**src/rtl/sdram_wr_pkg.sv**
```systemverilog
package sdram_wr_pkg;

   typedef enum logic [1:0] {
      CMD_NOP   = 2'd0,
      CMD_WRITE = 2'd1,
      CMD_OTHER = 2'd2
   } cmd_e;

   localparam logic [2:0] BL_FULL_PAGE = 3'b111;

   // Burst length code to column-offset mask (length minus one)
   function automatic logic [15:0] len_mask(input logic [2:0] code);
      case (code)
         3'd1:         len_mask = 16'h0001;
         3'd2:         len_mask = 16'h0003;
         3'd3:         len_mask = 16'h0007;
         BL_FULL_PAGE: len_mask = 16'hFFFF;
         default:      len_mask = 16'h0000;
      endcase
   endfunction

endpackage

```
**src/rtl/sdram_cmd_decode.sv**
```systemverilog
module sdram_cmd_decode
   import sdram_wr_pkg::*;
(
   input  logic cs_n,
   input  logic ras_n,
   input  logic cas_n,
   input  logic we_n,
   output cmd_e cmd
);

   always_comb begin
      if (cs_n) begin
         cmd = CMD_NOP;
      end else begin
         case ({ras_n, cas_n, we_n})
            3'b111:  cmd = CMD_NOP;
            3'b100:  cmd = CMD_WRITE;
            default: cmd = CMD_OTHER;
         endcase
      end
   end

endmodule

```
**src/rtl/sdram_col_gen.sv**
```systemverilog
module sdram_col_gen #(
   parameter int COL_W    = 8,
   parameter bit INTLV_EN = 1'b1
) (
   input  logic [COL_W-1:0] start_col,
   input  logic [COL_W-1:0] idx,
   input  logic [COL_W-1:0] mask,
   input  logic             intlv,
   input  logic             full,
   output logic [COL_W-1:0] col
);

   logic [COL_W-1:0] seq_low;
   assign seq_low = (start_col + idx) & mask;

   generate
      if (INTLV_EN) begin : g_intlv
         logic [COL_W-1:0] xor_low;
         assign xor_low = (start_col ^ idx) & mask;
         assign col = (start_col & ~mask) | ((intlv && !full) ? xor_low : seq_low);
      end else begin : g_seq_only
         logic unused_mode;
         assign unused_mode = intlv & full;
         assign col = (start_col & ~mask) | seq_low;
      end
   endgenerate

endmodule

```
**src/rtl/sdram_burst_ctrl.sv**
```systemverilog
module sdram_burst_ctrl
   import sdram_wr_pkg::*;
#(
   parameter int COL_W  = 8,
   parameter int BANK_W = 1
) (
   input  logic              clk,
   input  logic              rst_n,
   input  logic              cke,
   input  cmd_e              cmd,
   input  logic [COL_W-1:0]  cmd_col,
   input  logic [BANK_W-1:0] cmd_bank,
   input  logic              cmd_ap,
   input  logic [COL_W-1:0]  mask,
   input  logic              full,
   output logic              strobe,
   output logic [COL_W-1:0]  cur_idx,
   output logic [COL_W-1:0]  cur_start,
   output logic [BANK_W-1:0] cur_bank,
   output logic              pre_valid,
   output logic [BANK_W-1:0] pre_bank
);

   logic              act_q;
   logic [COL_W-1:0]  cnt_q;
   logic [COL_W-1:0]  start_q;
   logic [BANK_W-1:0] bank_q;
   logic              ap_q;

   logic is_wr, kill, cur_ap, last;

   assign is_wr     = cke && (cmd == CMD_WRITE);
   assign kill      = cke && (cmd == CMD_OTHER);
   assign strobe    = rst_n && (is_wr || (cke && act_q && !kill));
   assign cur_idx   = is_wr ? '0 : cnt_q;
   assign cur_start = is_wr ? cmd_col : start_q;
   assign cur_bank  = is_wr ? cmd_bank : bank_q;
   assign cur_ap    = is_wr ? cmd_ap : ap_q;
   assign last      = strobe && !full && (cur_idx == mask);

   always_ff @(posedge clk or negedge rst_n) begin
      if (!rst_n) begin
         act_q     <= 1'b0;
         cnt_q     <= '0;
         start_q   <= '0;
         bank_q    <= '0;
         ap_q      <= 1'b0;
         pre_valid <= 1'b0;
         pre_bank  <= '0;
      end else begin
         pre_valid <= last && cur_ap;
         if (last && cur_ap) pre_bank <= cur_bank;
         if (cke) begin
            if (strobe) begin
               act_q   <= !last;
               cnt_q   <= cur_idx + COL_W'(1);
               start_q <= cur_start;
               bank_q  <= cur_bank;
               ap_q    <= cur_ap;
            end else if (kill) begin
               act_q <= 1'b0;
            end
         end
      end
   end


   pre_src_chk: assert property (@(posedge clk) disable iff (!rst_n)
      pre_valid |-> $past(strobe));


   hold_chk: assert property (@(posedge clk) disable iff (!rst_n)
      !cke |=> ($stable(cnt_q) && $stable(act_q) && $stable(bank_q)));


   len_bound_chk: assert property (@(posedge clk) disable iff (!rst_n)
      (act_q && !full) |-> (cnt_q <= mask));


   bank_keep_chk: assert property (@(posedge clk) disable iff (!rst_n)
      (strobe && !is_wr) |-> (cur_bank == $past(cur_bank)));

endmodule

```
**src/rtl/sdram_wr_seq.sv**
```systemverilog
module sdram_wr_seq
   import sdram_wr_pkg::*;
#(
   parameter int COL_W    = 8,
   parameter int BANK_W   = 1,
   parameter int ADDR_W   = 11,
   parameter int AP_BIT   = 10,
   parameter int DATA_W   = 16,
   parameter bit INTLV_EN = 1'b1
) (
   input  logic              clk,
   input  logic              rst_n,
   input  logic              cke,
   input  logic              cs_n,
   input  logic              ras_n,
   input  logic              cas_n,
   input  logic              we_n,
   input  logic [ADDR_W-1:0] addr,
   input  logic [BANK_W-1:0] ba,
   input  logic [DATA_W-1:0] dq,
   input  logic [2:0]        bl_code,
   input  logic              burst_intlv,
   output logic              wr_en,
   output logic [BANK_W-1:0] wr_bank,
   output logic [COL_W-1:0]  wr_col,
   output logic [DATA_W-1:0] wr_data,
   output logic              pre_valid,
   output logic [BANK_W-1:0] pre_bank
);

   generate
      if (COL_W < 3 || COL_W > 16) begin : g_bad_col
         $error("COL_W must lie in 3..16");
      end
      if (AP_BIT < COL_W || AP_BIT >= ADDR_W) begin : g_bad_ap
         $error("AP_BIT must sit above the column field and inside addr");
      end
      if (BANK_W < 1) begin : g_bad_bank
         $error("BANK_W must be at least 1");
      end
   endgenerate

   cmd_e             cmd;
   logic [15:0]      mask_full;
   logic [COL_W-1:0] mask;
   logic             full;
   logic [COL_W-1:0] cur_idx, cur_start;

   assign mask_full = len_mask(bl_code);
   assign mask      = mask_full[COL_W-1:0];
   assign full      = (bl_code == BL_FULL_PAGE);
   assign wr_data   = dq;

   sdram_cmd_decode i_dec (
      .cs_n  (cs_n),
      .ras_n (ras_n),
      .cas_n (cas_n),
      .we_n  (we_n),
      .cmd   (cmd)
   );

   sdram_burst_ctrl #(.COL_W(COL_W), .BANK_W(BANK_W)) i_ctrl (
      .clk       (clk),
      .rst_n     (rst_n),
      .cke       (cke),
      .cmd       (cmd),
      .cmd_col   (addr[COL_W-1:0]),
      .cmd_bank  (ba),
      .cmd_ap    (addr[AP_BIT]),
      .mask      (mask),
      .full      (full),
      .strobe    (wr_en),
      .cur_idx   (cur_idx),
      .cur_start (cur_start),
      .cur_bank  (wr_bank),
      .pre_valid (pre_valid),
      .pre_bank  (pre_bank)
   );

   sdram_col_gen #(.COL_W(COL_W), .INTLV_EN(INTLV_EN)) i_col (
      .start_col (cur_start),
      .idx       (cur_idx),
      .mask      (mask),
      .intlv     (burst_intlv),
      .full      (full),
      .col       (wr_col)
   );


   first_word_chk: assert property (@(posedge clk) disable iff (!rst_n)
      (cke && cmd == CMD_WRITE) |-> (wr_en && wr_col == addr[COL_W-1:0] && wr_bank == ba));


   page_step_chk: assert property (@(posedge clk) disable iff (!rst_n)
      (full && wr_en && $past(wr_en) && cmd != CMD_WRITE)
         |-> (wr_col == $past(wr_col) + COL_W'(1)));


   kill_chk: assert property (@(posedge clk) disable iff (!rst_n)
      (cke && cmd == CMD_OTHER) |-> !wr_en);

endmodule

```
**config.mk**
```make
export PLATFORM = sky130hd
export DESIGN_NAME = sdram_wr_seq
export DESIGN_NICKNAME = d
export VERILOG_FILES = /design/src/rtl/sdram_wr_pkg.sv /design/src/rtl/sdram_cmd_decode.sv /design/src/rtl/sdram_col_gen.sv /design/src/rtl/sdram_burst_ctrl.sv /design/src/rtl/sdram_wr_seq.sv
export SDC_FILE = /design/constraint.sdc
export NUM_CORES = 1
export LEC_CHECK = 0
export BUFFER_PORTS_ARGS = -buffer_cell sky130_fd_sc_hd__buf_2
export CELL_PAD_IN_SITES_DETAIL_PLACEMENT = 2
export CELL_PAD_IN_SITES_GLOBAL_PLACEMENT = 2
export CORE_MARGIN = 3
export CORE_UTILIZATION = 30
export CTS_BUF_LIST = sky130_fd_sc_hd__clkbuf_8
export DETAILED_ROUTE_END_ITERATION = 8
export PLACE_DENSITY = 0.95
export SLEW_MARGIN = 20
export SYNTH_ARGS = -nofsm -noshare
export SYNTH_HDL_FRONTEND = slang
export SYNTH_HIERARCHICAL = 1
export SYNTH_SLANG_ARGS = --single-unit
```
**constraint.sdc**
```tcl
create_clock -name clk -period 11 [get_ports clk]
set_input_delay 2.2 -clock clk [delete_from_list [all_inputs] [get_ports clk]]
set_output_delay 2.2 -clock clk [all_outputs]
set_load 0.03 [all_outputs]
```
==> qor.csv, run 1 <==
stage;metric;value;unit
hold_path;Hold Crit Start;i_ctrl/cnt_q[7];
final_layout;diodes inserted;0;
global_route;total congestion overflow;0;
final_layout;commonest non-fill, non-tap cells in the layout;48 x nand2_1, 32 x buf_2, 31 x nor2_1, 22 x o21ai_0, 21 x dfrtp_1;
yosys;Yosys top cell by area;dfrtp_1;
yosys;top cell type's share of synthesized area;27.3;%
final_layout;most common cell after layout, fill and taps aside;nand2_1;
clock_network;CTS max path bufs;2;
final_layout;Layout Nets;324;
timing;setup_tns;0;ps
die;row cnt;28;
clock_network;Resized Gates After CTS;0;
placed_design;Buffers on Ports;32;
global_route;first-pass GRT wire length;10.5;mm
final_layout;non-filler cells, final;350;
global_route;initial antenna violation count;0;
pwr;Leak;0.000915;µW
yosys;Area contributors post-synth;dfrtp_1 27%, nand2_1 9.3%, buf_4 6.6%, nor2_1 6.0%, o21ai_0 5.7%;
timing;f_max;120;MHz
yosys;Post-Syn Area;1930;µm²
global_route;number of global-route vias before repair;2154;
routing;routed via count;1945;
die;core region area;6060;µm²
timing;min Tclk post-route;8340;ps
die;Die Ht;86.2;µm
critical_path;CP Data Required Time;8800;ps
placed_design;Placer Congestion;0.732;
timing;unrepaired setup endpoints after global routing;false;
critical_path;worst r2r src;i_ctrl/act_q;
yosys;syn_nets;309;
timing;Max Clock Skew;3.94;ps
die;Initial Utilization;31.8;%
clock_network;# hold bufs at CTS;0;
hold_path;Hold Crit Class;register to register;
routing;drt wl/cell;17.8;µm
critical_path;critical path class;primary input to primary output;
yosys;register bit total from synthesis;21;
critical_path;Worst R2R Setup Slack;8950;ps
yosys;sequential fraction of the synthesis area;27.3;%
yosys;Syn Inst Count;261;
placed_design;Placement Cell Area;2040;µm²
global_route;largest net degree at the start of global routing;30;
outcome;status;finished clean;
final_layout;share of cells above drive strength 1;17.1;%
yosys;most common flop cell mapped by yosys;dfrtp_1;
timing;Rel. slew slack;39.9;%
routing;ANT nets after route;0;
placed_design;DPL Wire Length;4.86;mm
timing;final count of pins violating max slew;0;
pwr;maximum vdd drop;117;µV
clock_network;Inserted Clock Buffers;3;
die;die area;7430;µm²
timing;post-route setup slack;2660;ps
timing;worst slew pin tran;889;ps
timing;Final setup viols;0;
pwr;power per cell area;230;nW/µm²
die;IO Pins;67;
clock_network;clk root buf;clkbuf_8;
timing;Final Hold Vio Count;0;
clock_network;TritonCTS clock tree;done;
yosys;Syn Area/Cell;7.39;µm²
job;max_cap viols;0;
routing;DRC Markers;0;
critical_path;crit path max fanout;20;
critical_path;crit end category;primary output;
routing;vias per cell;5.56;
routing;1st-iter DRT viols;84;
yosys;Yosys warnings;6;
timing;fin crit share;75.8;%
critical_path;Startpoint Class;primary input;
yosys;Yosys cell types;52;
clock_network;clk slew on worst S/H paths;80;ps
routing;Pre-antenna DRT Iters;4;
yosys;Post-synth EDFFs;0;
clock_network;Clock Sinks;21;
clock_network;worst skew pair latency;260;ps
placed_design;Setup Slack @ Placement;2670;ps
final_layout;Layout area overhead;8.18;%
routing;drt total wl;6.23;mm
placed_design;placed insts;346;
final_layout;final instance area;2090;µm²
critical_path;worst setup path start;we_n;
yosys;Async S/R FF share, synth;100;%
global_route;All-Layer GR Usage;17.6;%
clock_network;Setup Buffers After CTS;0;
clock_network;# H-tree levels;1;
die;die span in x;86.2;µm
critical_path;critical path arrival;6140;ps
-- metal layers --
metal	vias to the layer above	track usage, %	share of wire (%)
met3	8	2.38	3.6
met5	-	0	0
li1	921	-	-
met2	30	31.9	53
met4	0	4.67	1.2
met1	986	21.8	43
-- flip-flops by register name (all words and copies together) (netlist names) --
| register | count |
|---|---|
| i_ctrl/start_q | 8 |
| i_ctrl/ap_q | 1 |
| i_ctrl/cnt_q | 8 |
| i_ctrl/pre_bank | 1 |
| i_ctrl/pre_valid | 1 |
| i_ctrl/bank_q | 1 |
| i_ctrl/act_q | 1 |
-- final cells by class --
cell class / count / area, µm²
fillers: 728 / 3980
multi-input cells: 201 / 1190
flip-flops and latches: 21 / 526
repair buffers: 34 / 175
well taps: 75 / 93.8
inverters: 15 / 56.3
clock buffers: 3 / 41.3
clock inverters: 1 / 3.75
-- synthesized netlist by cell type (2+ instances only) --
cell type  instances
inv_1             13
o21ai_0           22
clkbuf_1           5
nor2b_1            5
o21bai_1           2
buf_2              2
a21oi_1           13
nor3_1             2
o22ai_1            2
a21boi_0           3
nand3_1            7
nor4_1             3
nand2_1           48
mux2_2             2
a211oi_1           2
ha_1               8
and2_1             3
nor2_1            31
and3_1             2
buf_4             17
a31oi_1           11
xnor2_1            4
nand3b_1           4
or3_1              2
dfrtp_1           21
-- final timing paths --
kind | end | cells after the start
min in group asynchronous | i_ctrl/bank_q | 1
max reg2reg | i_ctrl/pre_bank | 7
max | wr_col[7] | 12
max in group asynchronous | i_ctrl/cnt_q[1] | 1
min reg2reg | i_ctrl/cnt_q[7] | 1
min | i_ctrl/cnt_q[7] | 1
-- cells by family (layout without fill, tap and decap cells) --
logic type                 Yosys count  after routing  synth area share (%)
and+or+nand+nor                    116            116                  28.3
xor gates and xnor gates             4              4                  1.82
muxes                                4              4                  2.27
DFF                                 21             21                  27.3
buffers and inverters               39             53                  11.0
adders and majority gates            9              9                  6.23
AOI/OAI and AO/OA                   68             68                  23.1
-- worst max-delay path: stages --
cell and delay [ps]:
buf_2 110, nor4b_1 780, nand3b_1 810, nand2_1 310, nand2_1 160, ha_1 380
o21ai_0 220, nor2_1 70, a31o_1 220, a21boi_0 130, or4_1 540, buf_2 200
-- through the flow --
step	total power, µW	utilization (%)	hold slack [ps]
2_1_floorplan	354	-	453
4_1_cts	485	34.4	489
3_3_place_gp	404	33.7	464
5_1_grt	525	34.4	540
3_5_place_dp	431	33.7	486
6_report	479	34.4	485
-- where the power goes --
group | internal (µW) | switching (µW)
Sequential | 102 | 19.4
Clock | 24.9 | 25.2
Combinational | 114 | 193
(Power assumes the default switching activity.)
==> run 2: changes to the inputs <==
ABC_AREA = 1   (was unset)
CORE_UTILIZATION = 27   (was 30)
PLACE_DENSITY = 0.94   (was 0.95)
clock period = 8 ns   (was 11 ns; I/O delays follow)
==> qor.csv, run 2 <==
stage;metric;value;unit;change
timing;worst slew pin tran;934;ps;+45.2 ps
critical_path;CP dominant cell by count;nand2_1;;
final_layout;Layout Nets;355;;+9.6%
clock_network;Setup Buffers After CTS;0;;unchanged
clock_network;TritonCTS clock tree;done;;
job;max_cap viols;0;;unchanged
timing;setup_tns;0;ps;unchanged
yosys;top cell type's share of synthesized area;27.4;%;+0.18 points
clock_network;clk root buf;clkbuf_8;;
final_layout;commonest non-fill, non-tap cells in the layout;90 x nand2_1, 45 x inv_1, 32 x buf_2, 27 x o21ai_0, 21 x dfrtp_1;;
timing;min Tclk post-route;6250;ps;
final_layout;diodes inserted;0;;unchanged
global_route;first-pass GRT wire length;9.89;mm;-5.4%
die;die area;8140;µm²;+9.6%
clock_network;worst skew pair latency;260;ps;about the same
clock_network;# hold bufs at CTS;0;;unchanged
global_route;All-Layer GR Usage;14.5;%;-3.0 points
critical_path;critical path arrival;4650;ps;-1490 ps
routing;routed via count;1880;;-3.3%
pwr;Tot Pwr;583;µW;+22%
critical_path;CP Data Required Time;6400;ps;-2400 ps
routing;drt total wl;5.75;mm;-7.7%
yosys;Area contributors post-synth;dfrtp_1 27%, nand2_1 18%, inv_1 8.8%, buf_4 7.1%, o21ai_0 7.1%;;
routing;ANT nets after route;0;;unchanged
timing;fin crit share;78.1;%;
critical_path;worst r2r src;i_ctrl/act_q;;
final_layout;share of cells above drive strength 1;16.7;%;-0.42 points
placed_design;DPL Wire Length;4.48;mm;-7.8%
yosys;Yosys cell types;33;;-37%
critical_path;slowest cell delay on critical path;440;ps;-370 ps
yosys;Yosys warnings;6;;unchanged
timing;unrepaired setup endpoints after global routing;false;;
pwr;power per cell area;279;nW/µm²;+21%
routing;1st-iter DRT viols;94;;+12%
clock_network;Clock Sinks;21;;unchanged
die;Die Ht;90.2;µm;+4.7%
yosys;most common flop cell mapped by yosys;dfrtp_1;;
die;IO Pins;67;;unchanged
die;core region area;6830;µm²;+13%
outcome;status;finished clean;;
placed_design;Buffers on Ports;32;;unchanged
routing;DRC Markers;0;;unchanged
timing;f_max;160;MHz;
yosys;Syn Area/Cell;6.58;µm²;-11%
placed_design;Placer Congestion;0.826;;+13%
yosys;most frequent cells after synthesis;90 x nand2_1, 45 x inv_1, 27 x o21ai_0, 21 x dfrtp_1, 18 x buf_4;;
placed_design;Placement Cell Area;2040;µm²;+0.18%
die;die span in x;90.2;µm;+4.7%
yosys;Post-synth EDFFs;0;;unchanged
global_route;largest net degree at the start of global routing;31;;+3.3%
critical_path;crit path max fanout;21;;+5.0%
clock_network;# H-tree levels;1;;unchanged
yosys;Post-Syn Area;1920;µm²;-0.65%
yosys;most frequent cell after synthesis;nand2_1;;
critical_path;crit path cell chain;buf_2 > inv_1 > nand2_2 > nor3_1 > nand2_1 > nor2_1 > buf_4 > nand2_1 > o21ai_0 > ha_1 > inv_1 > fa_1 > nand3b_1 > nand2_1 > nand2_1 > xor2_1 > a21oi_1 > buf_2;;
global_route;number of global-route vias before repair;2066;;-4.1%
global_route;initial antenna violation count;0;;unchanged
pwr;Leak;0.00110;µW;+20%
critical_path;CP max stage cell;nor3_1;;
yosys;Syn Inst Count;291;;+11%
clock_network;Inserted Clock Buffers;3;;unchanged
timing;Final Hold Vio Count;0;;unchanged
timing;Final setup viols;0;;unchanged
timing;worst hold margin;476;ps;-9.39 ps
hold_path;Hold Crit Start;i_ctrl/pre_bank;;
routing;vias per cell;4.68;;-16%
yosys;syn_nets;339;;+9.7%
clock_network;Resized Gates After CTS;0;;unchanged
clock_network;clk slew on worst S/H paths;80;ps;about the same
yosys;sequential fraction of the synthesis area;27.4;%;+0.18 points
timing;Max Clock Skew;2.57;ps;-1.37 ps
yosys;register bit total from synthesis;21;;unchanged
clock_network;CTS max path bufs;2;;unchanged
critical_path;critical path class;primary input to primary output;;
routing;drt wl/cell;14.3;µm;-20%
pwr;maximum vdd drop;115;µV;-1.9%
die;Initial Utilization;28.0;%;-3.8 points
final_layout;Layout area overhead;9.14;%;
critical_path;Startpoint Class;primary input;;
yosys;Yosys top cell by area;dfrtp_1;;
hold_path;Hold Crit Class;register to register;;
global_route;total congestion overflow;0;;unchanged
timing;Rel. slew slack;37.7;%;-2.2 points
final_layout;final instance area;2090;µm²;+0.24%
final_layout;Largest regs;i_ctrl/cnt_q (8), i_ctrl/start_q (8);;
yosys;Async S/R FF share, synth;100;%;unchanged
die;row cnt;30;;+7.1%
critical_path;worst setup path start;cas_n;;
critical_path;crit end category;primary output;;
timing;final count of pins violating max slew;0;;unchanged
routing;Pre-antenna DRT Iters;4;;unchanged
final_layout;most common cell after layout, fill and taps aside;nand2_1;;
run 2: changes by cell type after synthesis, moves of 4 or more:
cell | previous run | this run
inv_1 | 13 | 45
a21oi_1 | 13 | 8
nand4_1 | 0 | 4
nand3_1 | 7 | 13
nor2b_1 | 5 | 0
clkbuf_1 | 5 | 0
nand2_1 | 48 | 90
nor2_1 | 31 | 16
a31oi_1 | 11 | 2
o21ai_0 | 22 | 27
run 2: cell type report:
| cell class | count | area (µm²) |
|---|---|---|
| Multi-Input combinational cell | 199 | 1040 |
| Clock buffer | 3 | 41.3 |
| Inverter | 49 | 186 |
| Tap cell | 96 | 120 |
| Timing Repair Buffer | 33 | 168 |
| Clock inverter | 1 | 5.00 |
| Fill cell | 868 | 4740 |
| Sequential cell | 21 | 526 |
run 2: final timing paths:
kind	end	slack (ps)	cells after the start
hold / removal	i_ctrl/pre_bank	480	2
min in group asynchronous	i_ctrl/pre_valid	1300	1
hold reg to reg	i_ctrl/pre_bank	480	2
setup / recovery	wr_col[4]	1750	18
setup reg to reg	i_ctrl/cnt_q[7]	6250	5
max in group asynchronous	i_ctrl/start_q[5]	6350	1
run 2: routing by layer:
metal,up-vias,share of wire [%],track usage [%]
li1,925,-,-
met1,924,43,17.0
met2,29,54,28.4
met3,2,2.9,2.51
met4,0,0.17,1.40
met5,-,0,0
run 2: cell families (layout without fill, tap and decap cells):
group / count (synthesis) / count (layout) / synth area share [%]
flops: 21 / 21 / 27.4
buf+inv: 71 / 86 / 18.2
simple gates: 139 / 139 / 32.1
mux: 1 / 1 / 0.588
compound gates: 45 / 45 / 13.1
fa+ha+maj: 9 / 9 / 6.27
xor+xnor: 5 / 5 / 2.29
run 2: power by group:
group / switching [µW] / total [µW] / internal [µW]
Clock: 38.4 / 73.2 / 34.8
Combinational: 239 / 349 / 111
Sequential: 17.7 / 161 / 143
run 2: worst max-delay path, delay by kind of cell:
kind | cells | cell delay (ps)
compound gates | 2 | 350
simple gates | 8 | 1190
xor+xnor | 1 | 140
fa+ha+maj | 2 | 650
buf+inv | 5 | 690
run 2: stage by stage:
stage / setup slack [ps] / utilization [%] / cells
4_1_cts: 1710 / 30.6 / 402
3_3_place_gp: 1900 / 29.9 / 398
2_1_floorplan: 2250 / - / 291
6_report: 1750 / 30.6 / 402
5_1_grt: 1440 / 30.6 / 402
3_5_place_dp: 1730 / 29.9 / 398
